==> src/rtl/uload_pkg.sv <==
// Package: shared types for the unaligned load aligner.
// Assumes: nothing beyond IEEE 1800-2017.
package uload_pkg;

    // Controller sequencing states.
    typedef enum logic [1:0] {
        ST_IDLE  = 2'd0,
        ST_READ0 = 2'd1,
        ST_READ1 = 2'd2,
        ST_RESP  = 2'd3
    } uload_state_e;

endpackage

==> src/rtl/uload_ctrl.sv <==
// Module: uload_ctrl
// Accepts one load request at a time. It issues one line read, or two for an
// unaligned address, and captures each returned line. It then asks the top
// to register the shifted result.
// Assumes: the memory answers each mem_req pulse with exactly one mem_rvalid
// pulse, at least one cycle later.
module uload_ctrl
    import uload_pkg::*;
#(
    parameter int ADDR_W     = 32,
    parameter int LINE_BYTES = 16
) (
    input  logic                 clk,
    input  logic                 rst_n,
    input  logic [ADDR_W-1:0]    req_addr,
    input  logic                 req_valid,
    output logic                 req_ready,
    input  logic                 mem_rvalid,
    output logic                 mem_req,
    output logic [ADDR_W-1:0]    mem_addr,
    output logic                 cap_line0,
    output logic                 cap_line1,
    output logic [$clog2(LINE_BYTES)-1:0] byte_off,
    output logic                 rsp_load
);

    localparam int OFF_W  = $clog2(LINE_BYTES);
    localparam int LIDX_W = ADDR_W - OFF_W;

    uload_state_e              state;
    logic                      issued;
    logic [LIDX_W-1:0]         line_idx;
    logic [OFF_W-1:0]          off_q;
    logic [LIDX_W-1:0]         cur_idx;
    logic                      in_read;

    // Step through the states and remember the request being served.
    always_ff @(posedge clk) begin
        if (!rst_n) begin
            state    <= ST_IDLE;
            issued   <= 1'b0;
            line_idx <= '0;
            off_q    <= '0;
        end else begin
            case (state)
                ST_IDLE: begin
                    if (req_valid) begin
                        line_idx <= req_addr[ADDR_W-1:OFF_W];
                        off_q    <= req_addr[OFF_W-1:0];
                        issued   <= 1'b0;
                        state    <= ST_READ0;
                    end
                end
                ST_READ0: begin
                    if (!issued) begin
                        issued <= 1'b1;
                    end else if (mem_rvalid) begin
                        issued <= 1'b0;
                        state  <= (off_q == '0) ? ST_RESP : ST_READ1;
                    end
                end
                ST_READ1: begin
                    if (!issued) begin
                        issued <= 1'b1;
                    end else if (mem_rvalid) begin
                        issued <= 1'b0;
                        state  <= ST_RESP;
                    end
                end
                default: begin
                    state <= ST_IDLE;
                end
            endcase
        end
    end

    // Work out the line index for the current read; it wraps past the top.
    always_comb begin
        cur_idx = (state == ST_READ1) ? line_idx + LIDX_W'(1) : line_idx;
    end

    // Drive the handshakes and strobes from the current state.
    always_comb begin
        in_read   = (state == ST_READ0) || (state == ST_READ1);
        req_ready = (state == ST_IDLE);
        mem_req   = in_read && !issued;
        mem_addr  = {cur_idx, {OFF_W{1'b0}}};
        cap_line0 = (state == ST_READ0) && issued && mem_rvalid;
        cap_line1 = (state == ST_READ1) && issued && mem_rvalid;
        rsp_load  = (state == ST_RESP);
        byte_off  = off_q;
    end

endmodule

==> src/rtl/uload_linebuf.sv <==
// Module: uload_linebuf
// Holds the fetched lines of the aligned window, one register per line.
// Each line register loads when its capture strobe is high.
// Assumes: at most one capture strobe is high in any cycle.
module uload_linebuf #(
    parameter int LINE_BYTES = 16,
    parameter int NUM_LINES  = 2
) (
    input  logic                               clk,
    input  logic                               rst_n,
    input  logic [NUM_LINES-1:0]               cap,
    input  logic [8*LINE_BYTES-1:0]            line_in,
    output logic [NUM_LINES*8*LINE_BYTES-1:0]  window
);

    localparam int DATA_W = 8 * LINE_BYTES;

    for (genvar g = 0; g < NUM_LINES; g++) begin : g_line
        logic [DATA_W-1:0] line_q;

        // Load this line register when its read returns.
        always_ff @(posedge clk) begin
            if (!rst_n) begin
                line_q <= '0;
            end else if (cap[g]) begin
                line_q <= line_in;
            end
        end

        assign window[g*DATA_W +: DATA_W] = line_q;
    end

endmodule

==> src/rtl/uload_shift.sv <==
// Module: uload_shift
// Byte shifter: output byte i is byte (off + i) of a two-line window.
// Byte 0 sits in the least significant bits.
// Assumes: off is less than LINE_BYTES; purely combinational.
module uload_shift #(
    parameter int LINE_BYTES = 16
) (
    input  logic [2*8*LINE_BYTES-1:0]      window,
    input  logic [$clog2(LINE_BYTES)-1:0]  off,
    output logic [8*LINE_BYTES-1:0]        dout
);

    localparam int OFF_W = $clog2(LINE_BYTES);

    for (genvar i = 0; i < LINE_BYTES; i++) begin : g_byte
        logic [OFF_W:0] src;

        // Select the window byte that lands in output byte i.
        always_comb begin
            src = {1'b0, off} + (OFF_W+1)'(i);
            dout[i*8 +: 8] = window[int'(src)*8 +: 8];
        end
    end

endmodule

==> src/rtl/uload_top.sv <==
// Module: uload_top
// Unaligned load aligner. It serves a 16-byte load at any byte address using
// aligned line reads only. It reads one line for an aligned address, or two
// consecutive lines otherwise, and shifts the wanted bytes into place.
// Assumes: single outstanding request; memory answers every read once after
// one or more cycles.
module uload_top #(
    parameter int ADDR_W     = 32,
    parameter int LINE_BYTES = 16
) (
    input  logic                    clk,
    input  logic                    rst_n,
    input  logic [ADDR_W-1:0]       req_addr,
    input  logic                    req_valid,
    output logic                    req_ready,
    output logic [ADDR_W-1:0]       mem_addr,
    output logic                    mem_req,
    input  logic                    mem_rvalid,
    input  logic [8*LINE_BYTES-1:0] mem_rdata,
    output logic [8*LINE_BYTES-1:0] rsp_data,
    output logic                    rsp_valid
);

    localparam int DATA_W = 8 * LINE_BYTES;
    localparam int OFF_W  = $clog2(LINE_BYTES);

    logic              cap_line0;
    logic              cap_line1;
    logic [OFF_W-1:0]  byte_off;
    logic              rsp_load;
    logic [2*DATA_W-1:0] window;
    logic [DATA_W-1:0] shifted;

    uload_ctrl #(
        .ADDR_W     (ADDR_W),
        .LINE_BYTES (LINE_BYTES)
    ) u_ctrl (
        .clk        (clk),
        .rst_n      (rst_n),
        .req_addr   (req_addr),
        .req_valid  (req_valid),
        .req_ready  (req_ready),
        .mem_rvalid (mem_rvalid),
        .mem_req    (mem_req),
        .mem_addr   (mem_addr),
        .cap_line0  (cap_line0),
        .cap_line1  (cap_line1),
        .byte_off   (byte_off),
        .rsp_load   (rsp_load)
    );

    uload_linebuf #(
        .LINE_BYTES (LINE_BYTES),
        .NUM_LINES  (2)
    ) u_buf (
        .clk     (clk),
        .rst_n   (rst_n),
        .cap     ({cap_line1, cap_line0}),
        .line_in (mem_rdata),
        .window  (window)
    );

    uload_shift #(
        .LINE_BYTES (LINE_BYTES)
    ) u_shift (
        .window (window),
        .off    (byte_off),
        .dout   (shifted)
    );

    // Register the result and raise a one-cycle valid pulse.
    always_ff @(posedge clk) begin
        if (!rst_n) begin
            rsp_data  <= '0;
            rsp_valid <= 1'b0;
        end else begin
            rsp_valid <= rsp_load;
            if (rsp_load) begin
                rsp_data <= shifted;
            end
        end
    end

endmodule

==> config.mk <==
export PLATFORM = sky130hd
export DESIGN_NAME = uload_top
export DESIGN_NICKNAME = d
export VERILOG_FILES = /design/src/rtl/uload_pkg.sv /design/src/rtl/uload_ctrl.sv /design/src/rtl/uload_linebuf.sv /design/src/rtl/uload_shift.sv /design/src/rtl/uload_top.sv
export SDC_FILE = /design/constraint.sdc
export NUM_CORES = 1
export LEC_CHECK = 0
export BUFFER_PORTS_ARGS = -buffer_cell sky130_fd_sc_hd__buf_2
export CAP_MARGIN = 40
export CORE_MARGIN = 5
export CORE_UTILIZATION = 35
export CTS_CLUSTER_DIAMETER = 30
export DETAILED_ROUTE_END_ITERATION = 12
export HOLD_SLACK_MARGIN = 0.05
export PLACE_DENSITY = 0.63
export SLEW_MARGIN = 25
export SYNTH_ARGS = -nofsm -noshare
export SYNTH_HDL_FRONTEND = slang
export SYNTH_HIERARCHICAL = 1
export SYNTH_SLANG_ARGS = --single-unit
==> constraint.sdc <==
create_clock -name clk -period 5.2 [get_ports clk]
set_clock_uncertainty 0.05 [all_clocks]
set_input_delay 1.04 -clock clk [delete_from_list [all_inputs] [get_ports clk]]
set_output_delay 1.04 -clock clk [all_outputs]
set_load 0.005 [all_outputs]
* After elaboration in Yosys (flattened, before gate mapping)
Index checks and enable logic that the tools add are counted.
** Word-level totals
- Register bits :: 420
- Logic and storage cells :: 74
- Output and inout port bits :: 163
- Bits of input ports :: 164
** Operators by class
- Muxes and demuxes :: 12
- Add/sub/neg operators :: 16
- Shifts and indexed selects :: 16
- Reductions and logical operators :: 14
- Equality and inequality tests :: 8
** Operators with widths (number)
- 256-bit by 9-bit indexed part select with 8-bit output :: 15
- 256-bit by 8-bit indexed part select with 8-bit output :: 1
- 4-bit by 4-bit adder with 5-bit output, second input constant :: 8
- 28-bit by 1-bit adder with 28-bit output, second input constant :: 1
- 28-bit 2-to-1 mux :: 1
- 4-bit by 3-bit adder with 5-bit output, second input constant :: 4
- 4-bit by 2-bit adder with 5-bit output, second input constant :: 2
- 2-bit 2-to-1 mux :: 5
- 2-bit != test, second input constant :: 3
- 2-bit one-hot mux with 3 select lines :: 1
- 4-bit by 1-bit adder with 5-bit output, second input constant :: 1
- 1-bit logical AND :: 5
- 5-bit AND reduction :: 1
- 2-bit == test, second input constant :: 2
- 4-bit logical NOT :: 1
- 1-bit 2-to-1 mux :: 4
- 2-bit by 1-bit != test with 1-bit output, second input constant :: 2
- 2-bit AND reduction :: 2
- 2-bit by 1-bit == test with 1-bit output, second input constant :: 1
- 2-bit logical NOT :: 1
- 1-bit one-hot mux with 2 select lines :: 1
- 2-bit nonzero test :: 1
- 2-bit OR reduction :: 1
- 1-bit logical NOT :: 1
- 1-bit logical OR :: 1

* Longest topological paths before layout
Gate-level depths: netlist of the first run.
- Word-level depth :: 5
- Gate-level depth with buffers :: 10
- Depth with buffers taken out :: 6

* Hierarchy
Netlist of the first run, hierarchy kept.
** Modules (own cells, without submodules)
- uload_linebuf :: seq. area each 5124.9 µm², area an instance 9940.8 µm², cells each 824, instances 1
- uload_shift :: seq. area each 0.0 µm², area an instance 8720.9 µm², cells each 1013, instances 1
- uload_top :: seq. area each 2582.5 µm², area an instance 4986.0 µm², cells each 415, instances 1
- uload_ctrl :: seq. area each 700.7 µm², area an instance 2019.4 µm², cells each 249, instances 1

* Least setup slack after synthesis of the first run
OpenSTA, ideal clock, no wires.
- Kind :: flip-flop to output port
- Start point :: register u_ctrl.state[0]
- End point :: output mem_addr[26]
- Cell stages (with the launch flop) :: 8
- Path slack :: 2518 ps
- Arrival :: 1592 ps
- Path buffers :: 1
- Required time :: 4110 ps
- Cells stage by stage :: dfxtp_1 -> inv_1 -> ha_1 -> buf_2 -> nand2_1 -> nor4_4 -> nand4_1 -> xnor2_1
** On the way
- Word-level cells in the longest chain between the ends :: 2
** RTL lines
- start: declaration :: RTL line uload_ctrl.sv:30 : uload_state_e state;
- start signal: assignment :: RTL line uload_ctrl.sv:59 : state <= (off_q == '0) ? ST_RESP : ST_READ1;
- 2-bit == test :: RTL line uload_ctrl.sv:79 : cur_idx = (state == ST_READ1) ? line_idx + LIDX_W'(1) : line_idx;
- 28-bit 2-to-1 mux :: RTL line uload_ctrl.sv:79
- end: declaration :: RTL line uload_top.sv:16 : output logic [ADDR_W-1:0] mem_addr,
Every way passes these cells.

* Final worst setup path of the first run
- Start point :: register u_ctrl.state[1]
- End point :: output mem_addr[24]
Same word-level chain as after synthesis.

==> out/qor.csv, run 1 <==
stage,metric,value,unit
critical_path,crit_fanout,9,
sta,rsz0062_at_grt,no,
final_layout,final_util,42.70,%
clocking,cts_hold_buf,0,
power,seqPwrFrac,26.9,%
clocking,cts_tree,built,
floorplanning,pin_count,327,
critical_path,crit_required,4110,ps
logic_synthesis,synth_warnings,6,
placed_design,place_area,26850,um^2
final_layout,drive_above_1_share,24.49,%
placed_design,hpwl,79.57,mm
clocking,cts_root_buffer,clkbuf_16,
critical_path,cpLargestDelayFamily,simple AND/OR/NAND/NOR gates,
sta,tns,0,ps
power,switching_share,31.63,%
clocking,cts_sinks,412,
power,leakage,10.83,nW
clocking,cts_max_level,3,
flow_run,maxCapViolations,0,
detailed_routing,via_per_inst,5.785,
floorplanning,die_h,279.3,um
power,pwr-share-clk,51.2,%
sta,min_period,3940,ps
logic_synthesis,syn-cell-area,25380,um^2
clocking,path_clk_slew,50,ps
clocking,cts_made_buffers,100,
logic_synthesis,synth_cells,2477,
floorplanning,die_w,279.3,um
floorplanning,coreArea,71730,um^2
floorplanning,rows,98,
critical_path,start_kind,flop,
critical_path,critPathArrivalTime,2850,ps
floorplanning,die-area,77990,um^2
detailed_routing,drt.antenna.violating_nets,0,
detailed_routing,drtIter0Drc,2705,
placed_design,port_buffers,322,
power,power_density,434.2,nW/um^2
critical_path,max_stage_delay,590,ps
logic_synthesis,syn_area_per_cell,10.24,um^2
detailed_routing,post_drt_wl_per_cell,28.29,um
sta,relSlewSlack,28.22,%
final_layout,fin_area,30630,um^2
sta,maxSlewViolCount,0,
detailed_routing,drc,0,
floorplanning,initial_utilization,35.38,%
critical_path,critPathKind,reg -> out,
final_layout,nets,2886,
clocking,clk_latency,680,ps
global_route,grt_pass1_wl,149.3,mm
global_route,grt.overflow.total,0,
final_layout,stdcell_count,3758,
global_route,grt_antenna_before_repair,33,
placed_design,place_congestion,1.057,
placed_design,dp.cells,3560,
power,p_switching,0.004207,W
clocking,clockBufferDepth,3,
critical_path,critPathCaptureType,output pin,
global_route,grt_usage,25.89,%
final_layout,multi_input_area,15400,um^2
critical_path,critPathBufInv,1,
global_route,grt_max_degree,153,
power,p_int,0.009092,W
sta,worst_pin_slew,1077,ps
sta,hold_viol,0,
worst_hold_path,min_path_type,reg -> reg,
critical_path,path_cells,ha_1 -> nand2_1 -> nor4_4 -> nand3_1 -> xnor2_1 -> buf_2,
final_layout,num-fill-cells,6954,
outcome,status,"finished, final reports clean",
detailed_routing,drt_first_pass_iters,7,
detailed_routing,route.vias.total,21740,
global_route,grt_pass1_vias,20500,
power,ir_drop,0.2300,mV
critical_path,critPathSlowestCell,nor4_4,
sta,period_share,75.78,%
final_layout,area_delta_synth_final,20.69,%
sta,setup_violations,0,
clocking,ctsResizeCount,0,
clocking,post_cts_buffers,0,
power,p_comb_share,21.9,%
final_layout,regArea,8263,um^2
detailed_routing,wl,106.3,mm
sta,fmax,253.8,MHz
==> state kept, by name (all words and copies together) (netlist names) <==
| signal | count |
|---|---|
| u_ctrl/line_idx | 28 |
| rsp_valid | 1 |
| u_ctrl/byte_off | 4 |
| rsp_data | 128 |
| u_buf/g_line.line_q | 248 |
| u_ctrl/issued | 1 |
| u_ctrl/state | 2 |
==> stage by stage <==
step                power [W]  setup WS [ps]  hold slack, ps
floorplan            0.005505           2518           402.9
global placement     0.006377           1990           417.2
detailed placement   0.006423           1917           421.8
CTS                   0.01326           1193           428.1
global route          0.01369           1008           465.8
finish                0.01330           1260           424.7
==> layout make-up <==
cell class	count	area share (%)
multi-input combinational	1842	50.29
sequential	412	26.98
clock buffer	117	8.640
timing repair buffer	354	6.557
tap	950	3.881
clock inverter	66	3.489
antenna	11	0.08987
inverter	6	0.07762
==> tightest hold or removal path: cells and delay by family, from the launching register on <==
kind	cells	cell delay [ps]
AO/OA/AOI/OAI	1	60
flip-flops	1	310
AND/OR/NAND/NOR	1	50
==> power groups by stage <==
stage	sequential [W]	clock, W	combinational, W
final	0.00357	0.00681	0.00292
after detailed placement	0.00362	0	0.00280
after global routing	0.00358	0.00708	0.00303
after floorplan	0.00345	0	0.00205
after global placement	0.00361	0	0.00276
after CTS	0.00356	0.00689	0.00281
==> worst paths after layout <==
path / startpoint / endpoint / slack [ps] / cells after the start
worst min-delay path: u_ctrl/line_idx[27] / u_ctrl/line_idx[27] / 420 / 2
worst max register to register: u_ctrl/byte_off[1] / rsp_data[11] / 1950 / 7
worst min register to register: u_ctrl/line_idx[27] / u_ctrl/line_idx[27] / 420 / 2
worst max-delay path: u_ctrl/state[1] / mem_addr[24] / 1260 / 6
==> routing by layer <==
metal  GRT usage [%]  part of all wire (%)  vias up
li1                -                     -     9539
met1           32.01                    38    10430
met2           40.06                    43     1354
met3           8.503                    11      380
met4           13.81                   6.9       38
met5          0.9768                  0.32        -
==> cell usage in the layout, fill, tap and decap left out, types with 28 or more instances in the layout <==
master     instances
o22ai_1           51
nand2_1          198
mux4_2            85
clkbuf_16        100
o21ai_0           28
nor2b_1          380
a21oi_1           28
mux2i_1          648
a22oi_1          127
buf_2            321
mux2_2            42
dfxtp_1          408
nor2_1            42
a21boi_0          34
(Power assumes the default switching activity.)
==> run 2: changes to the inputs <==
- ABC_AREA: default -> 1
- clock period: 5.2 -> 3.9 ns (I/O delays scaled with it)
==> run 2 against run 1 <==
Against the previous run: sequential power up 48%; total power up 60%; clock power rose by 25%; critical path depth rose by 1; core utilization shrank 0.35 points; synthesized cell count grew 88%; sequential share of layout area decreased by 0.68 points; wire length up 11%; hold slack worse by 80 ps.
==> out/qor.csv, run 2 <==
stage,metric,value,unit,change
clocking,cts_root_buffer,clkbuf_16,,
sta,min_period,3409,ps,
final_layout,layout_common_cells,"nand2_1, nand3_1, nor2_1",,
logic_synthesis,synth_cells,4648,,+88%
final_layout,fin_area,31420,um^2,+2.6%
worst_hold_path,hold_start,req_addr[1],,
final_layout,final_util,42.35,%,-0.35 points
sta,worst_pin_slew,998.0,ps,-78.72 ps
sta,tns,0,ps,unchanged
detailed_routing,drt_first_pass_iters,7,,unchanged
power,leakage,15.28,nW,+41%
critical_path,cpLargestDelayFamily,simple AND/OR/NAND/NOR gates,,
global_route,grt_pass1_vias,28080,,+37%
sta,setup_violations,0,,unchanged
worst_hold_path,min_path_type,in -> reg,,
critical_path,critPathCaptureType,output pin,,
floorplanning,initial_utilization,35.22,%,-0.16 points
final_layout,top_regs,"u_buf/g_line.line_q: 248 flops, rsp_data: 128 flops, u_ctrl/line_idx: 28 flops",,
final_layout,top_register,u_buf/g_line.line_q,,
clocking,cts_tree,built,,
placed_design,place_congestion,1.042,,-1.4%
critical_path,critPathKind,reg -> out,,
logic_synthesis,syn_area_per_cell,5.622,um^2,-45%
floorplanning,coreArea,74200,um^2,+3.4%
sta,fin_ws,491.4,ps,-768.2 ps
detailed_routing,drc,0,,unchanged
sta,period_share,87.40,%,
final_layout,largest_register_ffs,248,,unchanged
critical_path,crit_fanout,8,,-1
power,power_density,675.7,nW/um^2,+56%
power,ir_drop,0.4617,mV,+100%
detailed_routing,drt.antenna.violating_nets,0,,unchanged
flow_run,maxCapViolations,0,,unchanged
placed_design,dpl_worst_slack,1215,ps,-701.7 ps
logic_synthesis,syn-cell-area,26130,um^2,+3.0%
sta,maxSlewViolCount,0,,unchanged
sta,rsz0062_at_grt,no,,
detailed_routing,drtIter0Drc,3395,,+26%
sta,fmax,293.4,MHz,
global_route,grt_max_degree,194,,+27%
clocking,cts_sinks,412,,unchanged
clocking,cts_made_buffers,98,,-2.0%
floorplanning,die_w,283.2,um,+1.4%
critical_path,r2r-start,u_ctrl/byte_off[0],,
critical_path,crit_required,3070,ps,-1040 ps
critical_path,max_stage_delay,450,ps,-140 ps
outcome,status,"finished, final reports clean",,
floorplanning,pin_count,327,,unchanged
critical_path,path_cells,inv_1 -> ha_1 -> inv_1 -> nor3_1 -> nand3_1 -> xor2_1 -> buf_2,,
detailed_routing,via_per_inst,5.160,,-11%
floorplanning,rows,100,,+2.0%
critical_path,critPathMostFrequentCell,inv_1,,
global_route,grt_usage,28.35,%,+2.5 points
final_layout,nets,4985,,+73%
sta,hold_viol,0,,unchanged
final_layout,num-fill-cells,8204,,+18%
critical_path,start_kind,flop,,
clocking,cts_hold_buf,0,,unchanged
clocking,clk_latency,650,ps,-30 ps
clocking,clockBufferDepth,3,,unchanged
global_route,grt_antenna_before_repair,4,,-88%
critical_path,critPathBufInv,3,,+2
placed_design,place_area,27880,um^2,+3.8%
floorplanning,die_h,283.2,um,+1.4%
global_route,grt_pass1_wl,175.8,mm,+18%
critical_path,critPathSlowestCell,nor3_1,,
placed_design,dp.cells,5683,,+60%
detailed_routing,post_drt_wl_per_cell,20.19,um,-29%
clocking,path_clk_slew,40,ps,about the same
placed_design,hpwl,89.86,mm,+13%
detailed_routing,wl,118.5,mm,+11%
final_layout,area_delta_synth_final,20.24,%,
final_layout,mostFrequentLayoutCell,nand2_1,,
global_route,grt.overflow.total,0,,unchanged
critical_path,reg2reg_slack,1330,ps,-620 ps
floorplanning,die-area,80220,um^2,+2.9%
final_layout,stdcell_count,5869,,+56%
final_layout,drive_above_1_share,11.61,%,-13 points
critical_path,critPathArrivalTime,2580,ps,-270 ps
detailed_routing,route.vias.total,30280,,+39%
sta,relSlewSlack,33.47,%,+5.2 points
clocking,cts_max_level,3,,unchanged
critical_path,worstSetupStartpoint,u_ctrl/state[0],,
placed_design,port_buffers,322,,unchanged
clocking,post_cts_buffers,0,,unchanged
clocking,ctsResizeCount,0,,unchanged
logic_synthesis,synth_warnings,6,,unchanged
-- run 2: cell types whose count changed in the layout (fill, tap and decap cells not counted), moves of 127 or more --
cell	change
nand2_1	+1667
nand3_1	+831
nor2_1	+775
mux2i_1	-648
nor2b_1	-380
inv_1	+290
a22oi_1	-127
-- run 2: worst paths after layout --
| kind | end | cells past startpoint |
|---|---|---|
| max | mem_addr[28] | 7 |
| min | u_ctrl/byte_off[1] | 3 |
| max reg2reg | rsp_data[61] | 12 |
| min reg2reg | rsp_data[52] | 2 |
-- run 2: final cells by class --
type / count / area [um^2] / area share (%)
clock inverter: 59 / 764.5 / 2.433
inverter: 298 / 1132 / 3.604
multi-input combinational: 3628 / 15000 / 47.76
sequential: 412 / 8263 / 26.30
clock buffer: 125 / 2748 / 8.745
tap: 969 / 1212 / 3.859
timing repair buffer: 377 / 2292 / 7.296
antenna: 1 / 2.502 / 0.007965
-- run 2: report_power, final --
part | switching [W] | internal [W] | leakage (nW) | total (W)
Sequential | 0.000572 | 0.00472 | 3.34 | 0.00529
Clock | 0.00270 | 0.00584 | 1.70 | 0.00854
Combinational | 0.00529 | 0.00211 | 10.3 | 0.00739
-- run 2: metrics by stage --
stage | hold slack, ps | total power (W)
final | 344.4 | 0.02123
after global routing | 353.7 | 0.02229
after CTS | 315.1 | 0.02118
after detailed placement | 410.4 | 0.01255
after global placement | 402.2 | 0.01255
after floorplan | 399.2 | 0.009918
-- run 2: worst reg2reg max path, cell delays in order, from the launching register on --
cell and delay, ps:
dfxtp_4 440, inv_6 410, buf_4 470, nand2_1 130
nand3_1 110, nand3_1 130, nand2_1 170, nand2_1 80
nand2_1 210, inv_1 70, nand2_1 60, nand2_1 70
nor2_1 110
-- run 2: metal layers --
metal | GRT usage (%) | vias up | part of all wire, %
met1 | 37.70 | 13990 | 43
met2 | 43.48 | 1261 | 43
met3 | 4.035 | 272 | 7.3
li1 | - | 14760 | -
met4 | 17.49 | 2 | 7.2
met5 | 0 | - | 0.011
